## src/rtl/irqb_pkg.sv

```systemverilog
// Package: shared constants and helpers for the interrupt line bank.
// Assumes two event sources and a 32-bit register data path.
package irqb_pkg;
    localparam int DATA_W   = 32;
    localparam int EVT_N    = 2;
    localparam int EVT_ERR  = 0;   // index in internal event vectors
    localparam int EVT_DONE = 1;
    localparam int BIT_ERR  = 0;   // bit position on the register bus
    localparam int BIT_DONE = 8;

    typedef enum logic [1:0] {
        KIND_RAW   = 2'd0,
        KIND_STAT  = 2'd1,
        KIND_ENSET = 2'd2,
        KIND_ENCLR = 2'd3
    } reg_kind_e;

    // Spread an internal event vector onto the register bus.
    function automatic logic [DATA_W-1:0] to_bus(logic [EVT_N-1:0] v);
        logic [DATA_W-1:0] r;
        r = '0;
        r[BIT_ERR]  = v[EVT_ERR];
        r[BIT_DONE] = v[EVT_DONE];
        return r;
    endfunction

    // Gather the event bits out of a register bus word.
    function automatic logic [EVT_N-1:0] from_bus(logic [DATA_W-1:0] d);
        logic [EVT_N-1:0] r;
        r[EVT_ERR]  = d[BIT_ERR];
        r[EVT_DONE] = d[BIT_DONE];
        return r;
    endfunction
endpackage

```

## src/rtl/irqb_decode.sv

```systemverilog
// Module: address decoder for the interrupt line bank.
// Splits a byte address into a line index and a register kind.
// Assumes STRIDE is a power of two, at least 16, and that it holds
// four word registers at its start.
module irqb_decode
    import irqb_pkg::*;
#(
    parameter int ADDR_W    = 12,
    parameter int NUM_LINES = 3,
    parameter int BASE      = 'h24,
    parameter int STRIDE    = 'h10,
    localparam int LINE_W   = (NUM_LINES > 1) ? $clog2(NUM_LINES) : 1
) (
    input  logic [ADDR_W-1:0] addr,
    output logic              hit,
    output logic [LINE_W-1:0] line,
    output reg_kind_e         kind
);
    localparam logic [ADDR_W-1:0] BASE_A = ADDR_W'(BASE);
    localparam logic [ADDR_W-1:0] SPAN_A = ADDR_W'(NUM_LINES * STRIDE);
    localparam logic [ADDR_W-1:0] STR_A  = ADDR_W'(STRIDE);

    logic [ADDR_W-1:0] off;
    logic [ADDR_W-1:0] slot;
    logic [ADDR_W-1:0] lidx;

    // Offset into the bank, slot within a line, and range checks.
    always_comb begin
        off  = addr - BASE_A;
        slot = off % STR_A;
        lidx = off / STR_A;
        hit  = (addr >= BASE_A) && (off < SPAN_A) &&
               (slot < ADDR_W'(16)) && (slot[1:0] == 2'b00);
        line = lidx[LINE_W-1:0];
        kind = reg_kind_e'(slot[3:2]);
    end

    wire unused_decode = ^{lidx[ADDR_W-1:LINE_W], slot[ADDR_W-1:4]};
endmodule

```

## src/rtl/irqb_line.sv

```systemverilog
// Module: state for one interrupt line. Holds the sticky raw bits, the
// enable bits and the registered interrupt output.
// Assumes the write strobes are mutually exclusive (one address per cycle).
module irqb_line
    import irqb_pkg::*;
(
    input  logic             clk,
    input  logic             rst_n,
    input  logic [EVT_N-1:0] evt,
    input  logic             wr_raw,
    input  logic             wr_stat,
    input  logic             wr_set,
    input  logic             wr_clr,
    input  logic [EVT_N-1:0] wbits,
    output logic [EVT_N-1:0] raw_o,
    output logic [EVT_N-1:0] en_o,
    output logic             irq_o
);
    logic [EVT_N-1:0] raw_q, en_q;
    logic             irq_q;

    // Raw bits: acknowledge first, then apply forced sets and events (event wins).
    always_ff @(posedge clk) begin
        if (!rst_n)
            raw_q <= '0;
        else
            raw_q <= (raw_q & ~(wr_stat ? wbits : '0)) | (wr_raw ? wbits : '0) | evt;
    end

    // Enable bits: set and clear through separate write-one registers.
    always_ff @(posedge clk) begin
        if (!rst_n)
            en_q <= '0;
        else
            en_q <= (en_q | (wr_set ? wbits : '0)) & ~(wr_clr ? wbits : '0);
    end

    // Interrupt level: registered OR of the masked status.
    always_ff @(posedge clk) begin
        if (!rst_n)
            irq_q <= 1'b0;
        else
            irq_q <= |(raw_q & en_q);
    end

    assign raw_o = raw_q;
    assign en_o  = en_q;
    assign irq_o = irq_q;

    for (genvar k = 0; k < EVT_N; k++) begin : g_chk
        assert_evt_sets_raw_R3: assert property (@(posedge clk) disable iff (!rst_n)
            evt[k] |=> raw_q[k]);
        assert_evt_beats_ack_R9: assert property (@(posedge clk) disable iff (!rst_n)
            (evt[k] && wr_stat && wbits[k]) |=> raw_q[k]);
        assert_ack_clears_raw_R6: assert property (@(posedge clk) disable iff (!rst_n)
            (wr_stat && wbits[k] && !evt[k]) |=> !raw_q[k]);
        assert_enset_R7: assert property (@(posedge clk) disable iff (!rst_n)
            (wr_set && wbits[k]) |=> en_q[k]);
        assert_enclr_R7: assert property (@(posedge clk) disable iff (!rst_n)
            (wr_clr && wbits[k]) |=> !en_q[k]);
    end
    assert_irq_quiet_R8: assert property (@(posedge clk) disable iff (!rst_n)
        (en_q == '0) |=> !irq_q);
endmodule

```

## src/rtl/irq_line_bank.sv

```systemverilog
// Module: top of the interrupt line bank. Decodes register accesses,
// fans the events out to every line and muxes the read data.
// Assumes reads are combinational from the address; writes take effect
// on the clock edge that samples reg_wr.
module irq_line_bank
    import irqb_pkg::*;
#(
    parameter int ADDR_W    = 12,
    parameter int NUM_LINES = 3,
    parameter int BASE      = 'h24,
    parameter int STRIDE    = 'h10,
    localparam int LINE_W   = (NUM_LINES > 1) ? $clog2(NUM_LINES) : 1
) (
    input  logic                 clk,
    input  logic                 rst_n,
    input  logic                 reg_wr,
    input  logic [ADDR_W-1:0]    reg_addr,
    input  logic [DATA_W-1:0]    reg_wdata,
    output logic [DATA_W-1:0]    reg_rdata,
    input  logic                 evt_done,
    input  logic                 evt_err,
    output logic [NUM_LINES-1:0] irq_o
);
    logic              dec_hit;
    logic [LINE_W-1:0] dec_line;
    reg_kind_e         dec_kind;
    logic [EVT_N-1:0]  evt_v, wbits;
    logic [EVT_N-1:0]  raw_v [NUM_LINES];
    logic [EVT_N-1:0]  en_v  [NUM_LINES];
    logic [EVT_N-1:0]  rd_bits;

    irqb_decode #(
        .ADDR_W(ADDR_W), .NUM_LINES(NUM_LINES), .BASE(BASE), .STRIDE(STRIDE)
    ) u_dec (
        .addr(reg_addr), .hit(dec_hit), .line(dec_line), .kind(dec_kind)
    );

    // Gather the event pulses and the write bits into internal vectors.
    always_comb begin
        evt_v           = '0;
        evt_v[EVT_ERR]  = evt_err;
        evt_v[EVT_DONE] = evt_done;
        wbits           = from_bus(reg_wdata);
    end

    for (genvar i = 0; i < NUM_LINES; i++) begin : g_line
        logic sel;
        assign sel = reg_wr && dec_hit && (dec_line == LINE_W'(i));
        irqb_line u_line (
            .clk(clk), .rst_n(rst_n), .evt(evt_v),
            .wr_raw(sel && dec_kind == KIND_RAW),
            .wr_stat(sel && dec_kind == KIND_STAT),
            .wr_set(sel && dec_kind == KIND_ENSET),
            .wr_clr(sel && dec_kind == KIND_ENCLR),
            .wbits(wbits), .raw_o(raw_v[i]), .en_o(en_v[i]), .irq_o(irq_o[i])
        );
    end

    // Read mux: select the addressed line's view; unmapped reads give zero.
    always_comb begin
        rd_bits = '0;
        for (int i = 0; i < NUM_LINES; i++) begin
            if (dec_hit && dec_line == LINE_W'(i)) begin
                case (dec_kind)
                    KIND_RAW:  rd_bits = raw_v[i];
                    KIND_STAT: rd_bits = raw_v[i] & en_v[i];
                    default:   rd_bits = en_v[i];
                endcase
            end
        end
        reg_rdata = to_bus(rd_bits);
    end

    wire unused_wdata = ^reg_wdata;
endmodule

```

## config.mk

```make
export PLATFORM = sky130hd
export DESIGN_NAME = irq_line_bank
export DESIGN_NICKNAME = d
export VERILOG_FILES = /design/src/rtl/irqb_pkg.sv /design/src/rtl/irqb_decode.sv /design/src/rtl/irqb_line.sv /design/src/rtl/irq_line_bank.sv
export SDC_FILE = /design/constraint.sdc
export NUM_CORES = 1
export LEC_CHECK = 0
export BUFFER_PORTS_ARGS = -buffer_cell sky130_fd_sc_hd__buf_4
export CAP_MARGIN = 40
export CORE_ASPECT_RATIO = 1.75
export CORE_MARGIN = 2
export CORE_UTILIZATION = 35
export CTS_CLUSTER_DIAMETER = 60
export DETAILED_ROUTE_END_ITERATION = 7
export HOLD_SLACK_MARGIN = 0.05
export PLACE_DENSITY_LB_ADDON = 0.08
export SLEW_MARGIN = 20
export SYNTH_ARGS = -nofsm -noshare
export SYNTH_HDL_FRONTEND = slang
export SYNTH_SLANG_ARGS = --single-unit
```

## constraint.sdc

```tcl
create_clock -name clk -period 3.1 [get_ports clk]
set_input_delay 0.62 -clock clk [delete_from_list [all_inputs] [get_ports clk]]
set_output_delay 0.62 -clock clk [all_outputs]
set_load 0.03 [all_outputs]
```

Yosys cells after proc, flatten, opt, wreduce, memory -nomap -nowiden
Cells that the tools add are included.
Storage, ports and cells
  word-level logic and storage cells: 88
  register bits: 15
  input port bits: 49
Cells by class
  bitwise gates (word level): 24
  reductions and logical operators: 28
  add/sub/neg operators: 1
  equal/unequal tests: 5
  magnitude comparators: 3
  muxes and demuxes: 18
Operator list (count)
  $mux 2: 15
  $logic_and 1x1->1: 22
  $and 2x2->2: 9
  $or 2x2->2: 9
  $ge 12x6->1 const B: 1
  $lt 12x6->1 const B: 1
  $not 2->2: 6
  $pmux 2 s2: 3
  $sub 12x6->12 const B: 1
  $eq 2x2->1 const B: 3
  $logic_not 2->1: 3
  $reduce_or 2->1: 3
  $lt 4x5->1 const B: 1
  $eq 2x1->1 const B: 2

Depth between registers and ports, before layout
Gate-level depths: netlist (run 1).
  word-level depth: 13
  gate-level depth with buffers: 9

Modules after synthesis
Synthesis (run 1) repeated with hierarchy kept, for this count alone.
Second synthesis, totals
  cells, all modules: 150
  area, all modules: 1186.1 sq um
Modules (own cells, without submodules)
  irqb_line: area each 180.2 sq um, cells each 18, times used 3
  irq_line_bank: area each 455.4 sq um, cells each 69, times used 1
  irqb_decode: area each 190.2 sq um, cells each 27, times used 1

Worst setup path after synthesis (run 1)
Ideal clock, no wire load.
  kind: input -> output
  start: in reg_addr[3]
  end: out reg_rdata[8]
  required time: 2.480 ns
  stages on the path: 6
  arrival: 3.201 ns
  slack: -0.721 ns
  cell sequence: inv_1 > ha_1 > clkbuf_1 > a32oi_1 > or2_2 > a2111oi_0
Between the ends
  longest elaborated chain between the ends: 9
  elaborated cells on any way between the ends: 21
  classes of those cells: 1 x add/sub; 3 x order compare; 3 x eq/ne; 6 x mux; 8 x reduce/logical
Ends and longest elaborated chain
  from (decl): RTL line irq_line_bank.sv:17  | input logic [ADDR_W-1:0] reg_addr,
  $sub 12x6->12: RTL line irqb_decode.sv:29  | off = addr - BASE_A;
  $lt 12x6->1: RTL line irqb_decode.sv:32  | hit = (addr >= BASE_A) && (off < SPAN_A) &&
  $logic_and 1x1->1 (2 in series): RTL line irqb_decode.sv:32
  $logic_and 1x1->1: RTL line irqb_decode.sv:33  | (slot < ADDR_W'(16)) && (slot[1:0] == 2'b00);
  $logic_and 1x1->1: RTL line irq_line_bank.sv:63  | if (dec_hit && dec_line == LINE_W'(i)) begin
  $mux 2 (2 in series): RTL line irq_line_bank.sv:63
  $mux 2 (*): RTL line irq_line_bank.sv:63
  to (decl): RTL line irq_line_bank.sv:19  | output logic [DATA_W-1:0] reg_rdata,
Every way passes the cells marked *; elsewhere a longest branch is shown, timed or not.

Final worst setup path (run 1)
Same ends and word-level chain as after synthesis.

==> results of run 1 <==
[worst max path at each step]
stage,end,slack [ps],cells after the start
floorplan,reg_rdata[0],30,8
global placement,reg_rdata[8],110,8
detailed placement,reg_rdata[8],120,8
CTS,reg_rdata[8],110,8
global route,reg_rdata[8],40,7
finish,reg_rdata[8],110,7
[state kept, by name, indices dropped and copies added, names as in the netlist]
name and flops:
g_line.u_line.en_o 6, g_line.u_line.irq_o 3, g_line.u_line.raw_o 6
[through the flow]
stage | instances | area [µm²] | hold slack, ps | utilization
6_report | 247 | 1610 | 599 | 0.396
3_5_place_dp | 243 | 1560 | 571 | 0.384
2_1_floorplan | 207 | 1600 | 509 | -
3_3_place_gp | 243 | 1560 | 570 | 0.384
5_1_grt | 247 | 1610 | 604 | 0.396
4_1_cts | 247 | 1610 | 589 | 0.395
[synthesized netlist by cell type, types with 4 or more instances]
master | number | share of area
o21ai_0 | 5 | 0.017
o221a_2 | 6 | 0.046
dfxtp_1 | 15 | 0.20
a22oi_1 | 4 | 0.020
o31a_1 | 4 | 0.024
buf_4 | 36 | 0.18
ha_1 | 6 | 0.051
nand2_1 | 4 | 0.010
nor2_1 | 11 | 0.028
nor4_1 | 9 | 0.038
nor2b_1 | 7 | 0.030
nand3_1 | 11 | 0.037
o41a_1 | 4 | 0.031
a21oi_1 | 4 | 0.014
[critical path, stage by stage]
cell and delay, ps:
buf_4 120, inv_1 90, ha_1 490, a32oi_1 160, or2_2 310, a2111oi_2 360
buf_4 220
[report_power, final]
group / internal [mW] / total [mW] / switching (mW) / leakage (nW)
sequential: 0.198 / 0.204 / 0.00561 / 0.123
clock: 0.0911 / 0.161 / 0.0697 / 0.0228
combinational: 0.0533 / 0.165 / 0.112 / 0.485
total: 0.343 / 0.530 / 0.187 / 0.630
[logic make-up (layout without fill, tap and decap cells)]
logic type | count (synthesis) | in the layout | share of synthesized area
multiplexers | 1 | 1 | 0.00679
adder cells (fa/ha/maj) | 6 | 6 | 0.0509
buffers and inverters | 46 | 37 | 0.223
XOR/XNOR | 3 | 3 | 0.0178
AO/OA/AOI/OAI | 47 | 47 | 0.261
flip-flops | 15 | 15 | 0.204
AND/OR/NAND/NOR | 59 | 59 | 0.233
other | 1 | 30 | 0.00254
[layer usage]
layer,vias to the layer above,part of all wire,wire [µm]
met2,45,0.58,2170
met1,634,0.35,1310
li1,644,-,-
met4,0,0.040,150
met5,-,0,0
met3,9,0.033,122
[area by class of cell]
| cell class | instances | share of cell area |
|---|---|---|
| Clock buffer | 4 | 0.0280 |
| Inverter | 3 | 0.00699 |
| Multi-Input combinational cell | 146 | 0.601 |
| Sequential cell | 15 | 0.186 |
| Tap cell | 49 | 0.0380 |
| Timing Repair Buffer | 30 | 0.140 |
[repair_timing]
action                                  CTS  global route
gates resized for setup                   0             1
endpoints found under the setup margin    0             1
hold buffers                              0             0
hold endpoints to repair                  0             0
==> impl_metrics.yaml, run 1 <==
run_status:
  outcome: "completed"
detailed_routing:
  wl_per_cell_um: 15.2
  wl_mm: 3.75
  viasPerCell: 5.39
  drt_pass1_iterations: 4
  dr.first_iter.drc_count: 40
  vias: 1332
  drc_errors: 0
  antenna_left: 0
timing:
  fmax_ghz: 0.335
  fin_crit_ps: 2990
  finClkSkew_ps: 7.01
  fin_ws_ps: 112
  fin_crit_sh: 0.964
  hold_violations: 0
  rsz0062_at_grt: "false"
  slew_viol_final: 0
  setup_viol: 0
  tns_ps: 0
place:
  gp_congestion: 0.836
  dp.final_hpwl_mm: 3.11
  numPortBuffers: 23
  post-place-ws_ps: 117
global_route:
  overflow: 0
  grt_pass1_vias: 1242
  grtUsageMet3: 0.0133
  gr-usage-met1: 0.169
  top_usage_layer: "met2"
  grt_pass1_wl_mm: 5.86
  antenna_found_initial: 0
  grt_usage: 0.165
  grt_max_degree: 18
  met2_usage: 0.298
cts:
  clk_latency_ps: 250
  clockRootBuffer: "clkbuf_8"
  cts.sinks: 15
  clk_pin_slew_worst_paths_ps: 60
  cts_setup_buffers: 0
  cts_buffers: 3
  tritoncts: "yes"
  htree_levels: 1
  clock_path_buffers: 2
die:
  die_height_um: 89.8
  floorplan.initialDensity: 0.362
  dieArea_um2: 4770
  num_rows: 31
  core_area_um2: 4070
  ios: 84
  die_x_um: 53.1
finish:
  fill_cells: 456
  nNetsFinal: 254
  drive_gt1_frac: 0.253
  multi_input_area_um2: 968
  ff_latch_area_um2: 300
  layout_common_cells: "conb_1 (30), buf_4 (30), dfxtp_1 (15)"
  num_antenna_cells: 0
  syn_to_final_growth_pct: 9.34
logic_synthesis:
  synth-edff-count: 0
  synth_seq_cells: 15
  yosysSeqAreaShare: 0.204
  syn_avg_cell_area_um2: 8.28
  yosysWarnings: 0
  yosysUniqueCellTypes: 47
  synth_flop_cell: "dfxtp_1"
  synth_area_um2: 1470
  async_reset_ff_frac: 0
  syn_inst: 178
setup_path:
  reg2reg_depth: 2
  worstSetupStartpointType: "primary input"
  reg2reg_to: "g_line[1].u_line.raw_o[1]"
  r2r_slack_ps: 2250
  rr_startpoint: "g_line[1].u_line.raw_o[1]"
  required_ps: 2480
  end_kind: "output pin"
  crit_start: "reg_addr[3]"
  worstPathArrival_ps: 2370
  cp_max_fo: 11
  path_class: "primary input to output pin"
min_path:
  hold_path.class: "flip-flop to flip-flop"
  holdPathStages: 2
  hold_start: "g_line[0].u_line.en_o[1]"
  whs_endpoint: "g_line[0].u_line.irq_o"
power_and_ir_drop:
  power_density_nw_per_um2: 329
  total_power_mw: 0.530
  p_leak_nw: 0.630
  ir_drop_mv: 0.197
flow_run:
  maxCapViolations: 0
No activity file was read; power rests on OpenSTA's default activity.
==> inputs of run 2 (changes only) <==
--- a/config.mk
+++ b/config.mk
@@ -5,15 +5,17 @@
 export SDC_FILE = /design/constraint.sdc
 export NUM_CORES = 1
 export LEC_CHECK = 0
+export ABC_AREA = 0
 export BUFFER_PORTS_ARGS = -buffer_cell sky130_fd_sc_hd__buf_4
 export CAP_MARGIN = 40
 export CORE_ASPECT_RATIO = 1.75
 export CORE_MARGIN = 2
-export CORE_UTILIZATION = 35
+export CORE_UTILIZATION = 25
 export CTS_CLUSTER_DIAMETER = 60
 export DETAILED_ROUTE_END_ITERATION = 7
 export HOLD_SLACK_MARGIN = 0.05
 export PLACE_DENSITY_LB_ADDON = 0.08
+export RECOVER_POWER = 25
 export SLEW_MARGIN = 20
 export SYNTH_ARGS = -nofsm -noshare
 export SYNTH_HDL_FRONTEND = slang
==> run 2 against run 1 <==
Via count decreased by 0.38%. Sequential cell count unchanged. Clock power decreased by 4%. Power about the same. Largest cell class unchanged. Largest power group unchanged.
==> impl_metrics.yaml, run 2 (same netlist as run 1, synthesis figures left out) <==
run_status:
  outcome: "completed"
timing:
  fin_crit_sh: 0.945
  fin_crit_ps: 2930
  fin_ws_ps: 172
  finClkSkew_ps: 6.03
  setup_viol: 0
  fmax_ghz: 0.341
  hold_violations: 0
  slew_viol_final: 0
  max_slew_margin: 0.525
  tns_ps: 0
  rsz0062_at_grt: "false"
  worstMarginPinSlew_ps: 713
die:
  core_area_um2: 5790
  num_rows: 37
  ios: 84
  die_x_um: 62.0
  floorplan.initialDensity: 0.255
  dieArea_um2: 6550
  die_height_um: 106
place:
  post-place-ws_ps: 161
  numPortBuffers: 23
  gp_congestion: 0.822
  dp.cells: 275
  dp.final_hpwl_mm: 3.52
cts:
  clk_pin_slew_worst_paths_ps: 60
  cts_setup_buffers: 0
  clock_path_buffers: 2
  clk_latency_ps: 240
  hold_buffers: 0
  cts_buffers: 3
  tritoncts: "yes"
  htree_levels: 1
  postCtsResizedCells: 0
  clockRootBuffer: "clkbuf_8"
  cts.sinks: 15
setup_path:
  path_cells: "buf_4 -> inv_1 -> ha_1 -> a32oi_1 -> or2_2 -> a2111oi_2 -> buf_4"
  end_kind: "output pin"
  cpPeakStageDelay_ps: 460
  worstPathArrival_ps: 2310
  path_class: "primary input to output pin"
  required_ps: 2480
  cp_max_fo: 9
  worstSetupStartpointType: "primary input"
  cpMostUsedCell: "buf_4"
  cpMaxStageDelayCell: "ha_1"
detailed_routing:
  drt_pass1_iterations: 4
  dr.first_iter.drc_count: 37
  wl_per_cell_um: 15.0
  vias: 1327
  viasPerCell: 4.76
  drc_errors: 0
  antenna_left: 0
  wl_mm: 4.18
global_route:
  grt_pass1_wl_mm: 6.49
  grt_pass1_vias: 1272
  grt_usage: 0.133
  grt_max_degree: 18
  overflow: 0
  antenna_found_initial: 0
power_and_ir_drop:
  power_density_nw_per_um2: 319
  ir_drop_mv: 0.122
  p_leak_nw: 0.639
flow_run:
  maxCapViolations: 0
finish:
  layout.cells.non_filler: 279
  num_antenna_cells: 0
  final_common_cell: "buf_4"
  nNetsFinal: 257
  layout_common_cells: "buf_4 (31), conb_1 (30), dfxtp_1 (15)"
  syn_to_final_growth_pct: 12.6
  fill_cells: 635
  drive_gt1_frac: 0.249
min_path:
  hold_path.class: "flip-flop to flip-flop"
[run 2: cell count changes in the layout (fill, tap and decap cells not counted), sizes merged]
cell    delta
buf        +1
clkbuf     +2
[run 2: worst max-delay path, delay by kind of cell]
family | cells | cell delay, ps
AND/OR/NAND/NOR | 1 | 310
AO/OA/AOI/OAI | 2 | 540
buffers and inverters | 3 | 380
adder cells (fa/ha/maj) | 1 | 460
[run 2: layout make-up]
class | count | area (µm²) | share of cell area
tap | 78 | 97.6 | 0.0588
clock buffer | 4 | 45.0 | 0.0271
inverter | 3 | 11.3 | 0.00678
timing repair buffer | 33 | 240 | 0.145
multi-input combinational | 146 | 966 | 0.582
sequential | 15 | 300 | 0.181
[run 2: per-layer routing]
metal,routed length (µm),part of all wire,track usage
met5,0,0,0
met4,172,0.041,0.0729
met2,2390,0.57,0.244
met1,1460,0.35,0.135
met3,155,0.037,0.00982
[run 2: path summary, 6_finish.rpt]
| path | slack (ps) | end | startpoint | cells past startpoint |
|---|---|---|---|---|
| max | 170 | reg_rdata[8] | reg_addr[3] | 7 |
| min | 570 | g_line[1].u_line.en_o[1] | g_line[1].u_line.en_o[1] | 1 |
| max reg2reg | 2240 | g_line[1].u_line.raw_o[1] | g_line[1].u_line.raw_o[1] | 2 |
| min reg2reg | 570 | g_line[1].u_line.en_o[1] | g_line[1].u_line.en_o[1] | 1 |
[run 2: report_power, final]
group	total [mW]	internal [mW]	switching, mW
sequential	0.205	0.198	0.00617
combinational	0.171	0.0555	0.115
clock	0.155	0.0908	0.0640
[run 2: metrics by stage]
stage | power (mW) | utilization | hold WS, ps | area, µm²
6_report | 0.530 | 0.287 | 573 | 1660
5_1_grt | 0.560 | 0.287 | 600 | 1660
4_1_cts | 0.535 | 0.288 | 573 | 1670
3_5_place_dp | 0.378 | 0.280 | 549 | 1620
3_3_place_gp | 0.376 | 0.280 | 567 | 1620
2_1_floorplan | 0.352 | - | 509 | 1600
==> inputs of run 3 (changes only) <==
--- a/config.mk
+++ b/config.mk
@@ -9,8 +9,8 @@
 export BUFFER_PORTS_ARGS = -buffer_cell sky130_fd_sc_hd__buf_4
 export CAP_MARGIN = 40
 export CORE_ASPECT_RATIO = 1.75
-export CORE_MARGIN = 2
-export CORE_UTILIZATION = 25
+export CORE_MARGIN = 8
+export CORE_UTILIZATION = 44
 export CTS_CLUSTER_DIAMETER = 60
 export DETAILED_ROUTE_END_ITERATION = 7
 export HOLD_SLACK_MARGIN = 0.05
==> constraint.sdc (replaced) <==
create_clock -name clk -period 2.83 [get_ports clk]
set_input_delay 0.566 -clock clk [delete_from_list [all_inputs] [get_ports clk]]
set_output_delay 0.566 -clock clk [all_outputs]
set_load 0.03 [all_outputs]
==> run 3 against run 2 <==
Sequential power rose by 9%. Highest routed layer unchanged. Largest power group unchanged. Non-clock buffer count rose by 4. Clock skew rose by 1.1 ps. Clock-buffer cell count fell by 1. Die area fell by 16%. Worst hold slack got worse by 16 ps. Register-to-register slack got worse by 250 ps. Final cell count fell by 10%. Combinational power rose by 17%. Critical path depth rose by 3. Clock power rose by 17%.
==> impl_metrics.yaml, run 3 (same netlist as run 1, synthesis figures left out) <==
run_status:
  outcome: "completed"
global_route:
  grt_pass1_vias: 1345
  grt_pass1_wl_mm: 6.32
  grt_usage: 0.146
  overflow: 0
  grt_max_degree: 18
  antenna_found_initial: 0
cts:
  clk_pin_slew_worst_paths_ps: 70
  htree_levels: 1
  tritoncts: "yes"
  clock_path_buffers: 2
  cts_setup_buffers: 0
  cts_buffers: 3
  cts.sinks: 15
  clockRootBuffer: "clkbuf_8"
  clk_latency_ps: 260
timing:
  hold_violations: 0
  worstMarginPinSlew_ps: 512
  fmax_ghz: 0.368
  max_slew_margin: 0.657
  slew_viol_final: 0
  tns_ps: 0
  finClkSkew_ps: 7.13
  rsz0062_at_grt: "false"
  fin_crit_ps: 2720
  fin_ws_ps: 113
  setup_viol: 0
  fin_crit_sh: 0.960
detailed_routing:
  wl_per_cell_um: 15.7
  dr.first_iter.drc_count: 34
  vias: 1324
  antenna_left: 0
  drt_pass1_iterations: 5
  drc_errors: 0
  wl_mm: 3.93
  viasPerCell: 5.30
finish:
  num_antenna_cells: 0
  fin_area_um2: 1720
  final_common_cell: "buf_4"
  final_util: 0.521
  syn_to_final_growth_pct: 16.5
  layout.cells.non_filler: 250
  layout_common_cells: "buf_4 (36), conb_1 (30), dfxtp_1 (15)"
  drive_gt1_frac: 0.307
  nNetsFinal: 261
power_and_ir_drop:
  p_leak_nw: 0.661
  ir_drop_mv: 0.177
  swShare: 0.362
  power_density_nw_per_um2: 353
  internal-power_mw: 0.387
  p_clk_frac: 0.300
  combPwrFrac: 0.330
  p_sw_mw: 0.219
  seqPwrFrac: 0.370
place:
  gp_congestion: 0.823
  place_area_um2: 1620
  dp.cells: 246
  post-place-ws_ps: -83.5
  numPortBuffers: 23
  dp.final_hpwl_mm: 3.28
die:
  ios: 84
  dieArea_um2: 5530
  num_rows: 28
  core_area_um2: 3290
  floorplan.initialDensity: 0.448
  die_x_um: 59.8
  die_height_um: 92.6
setup_path:
  required_ps: 2260
  r2r_slack_ps: 1990
  end_kind: "output pin"
  worstSetupStartpointType: "primary input"
  cp_max_fo: 7
  path_class: "primary input to output pin"
  worstPathArrival_ps: 2150
flow_run:
  maxCapViolations: 0
min_path:
  hold_path.class: "primary input to flip-flop"
==> run 3: layout make-up <==
class	count	area, µm²
inverters	3	11.3
clock inverters	1	7.51
flip-flops and latches	15	300
well taps	45	56.3
multi-input cells	146	1030
repair buffers	37	274
clock buffers	3	41.3
fillers	347	1580
==> run 3: metal layers <==
| layer | up-vias | GRT usage | part of all wire |
|---|---|---|---|
| met3 | 8 | 0.0236 | 0.037 |
| li1 | 658 | - | - |
| met4 | 0 | 0.0681 | 0.022 |
| met2 | 33 | 0.291 | 0.58 |
| met1 | 625 | 0.130 | 0.36 |
| met5 | - | 0 | 0 |
==> run 3: power groups by stage <==
stage / logic, mW / clock network (mW) / registers, mW
floorplan: 0.160 / 0 / 0.226
global placement: 0.186 / 0 / 0.229
detailed placement: 0.190 / 0 / 0.229
CTS: 0.190 / 0.183 / 0.224
global route: 0.216 / 0.191 / 0.225
finish: 0.200 / 0.182 / 0.224
==> run 3: path summary, 6_finish.rpt <==
check | startpoint | to | depth (start not counted)
min | evt_done | g_line[1].u_line.raw_o[1] | 2
max | reg_addr[2] | reg_rdata[0] | 10
min reg2reg | g_line[2].u_line.en_o[0] | g_line[2].u_line.en_o[0] | 1
max reg2reg | g_line[0].u_line.raw_o[1] | g_line[0].u_line.raw_o[1] | 2
==> run 3: timing repair <==
| action | in CTS | in global routing |
|---|---|---|
| pin swaps | 0 | 2 |
| resized for setup | 1 | 10 |
| endpoints found under the setup margin | 2 | 2 |
| hold buffers | 0 | 0 |
==> run 3: per-stage QoR <==
step | hold WS (ps) | power (mW)
3_3_place_gp | 562 | 0.415
3_5_place_dp | 566 | 0.419
4_1_cts | 557 | 0.597
2_1_floorplan | 509 | 0.386
6_report | 557 | 0.607
5_1_grt | 555 | 0.631
==> run 3: worst max-delay path, cell delays in order <==
cell,delay [ps]
buf_4,120
buf_4,150
ha_1,290
buf_4,190
a22o_1,200
nand3_1,90
o211ai_1,120
a21oi_2,200
nor4_4,40
buf_4,190
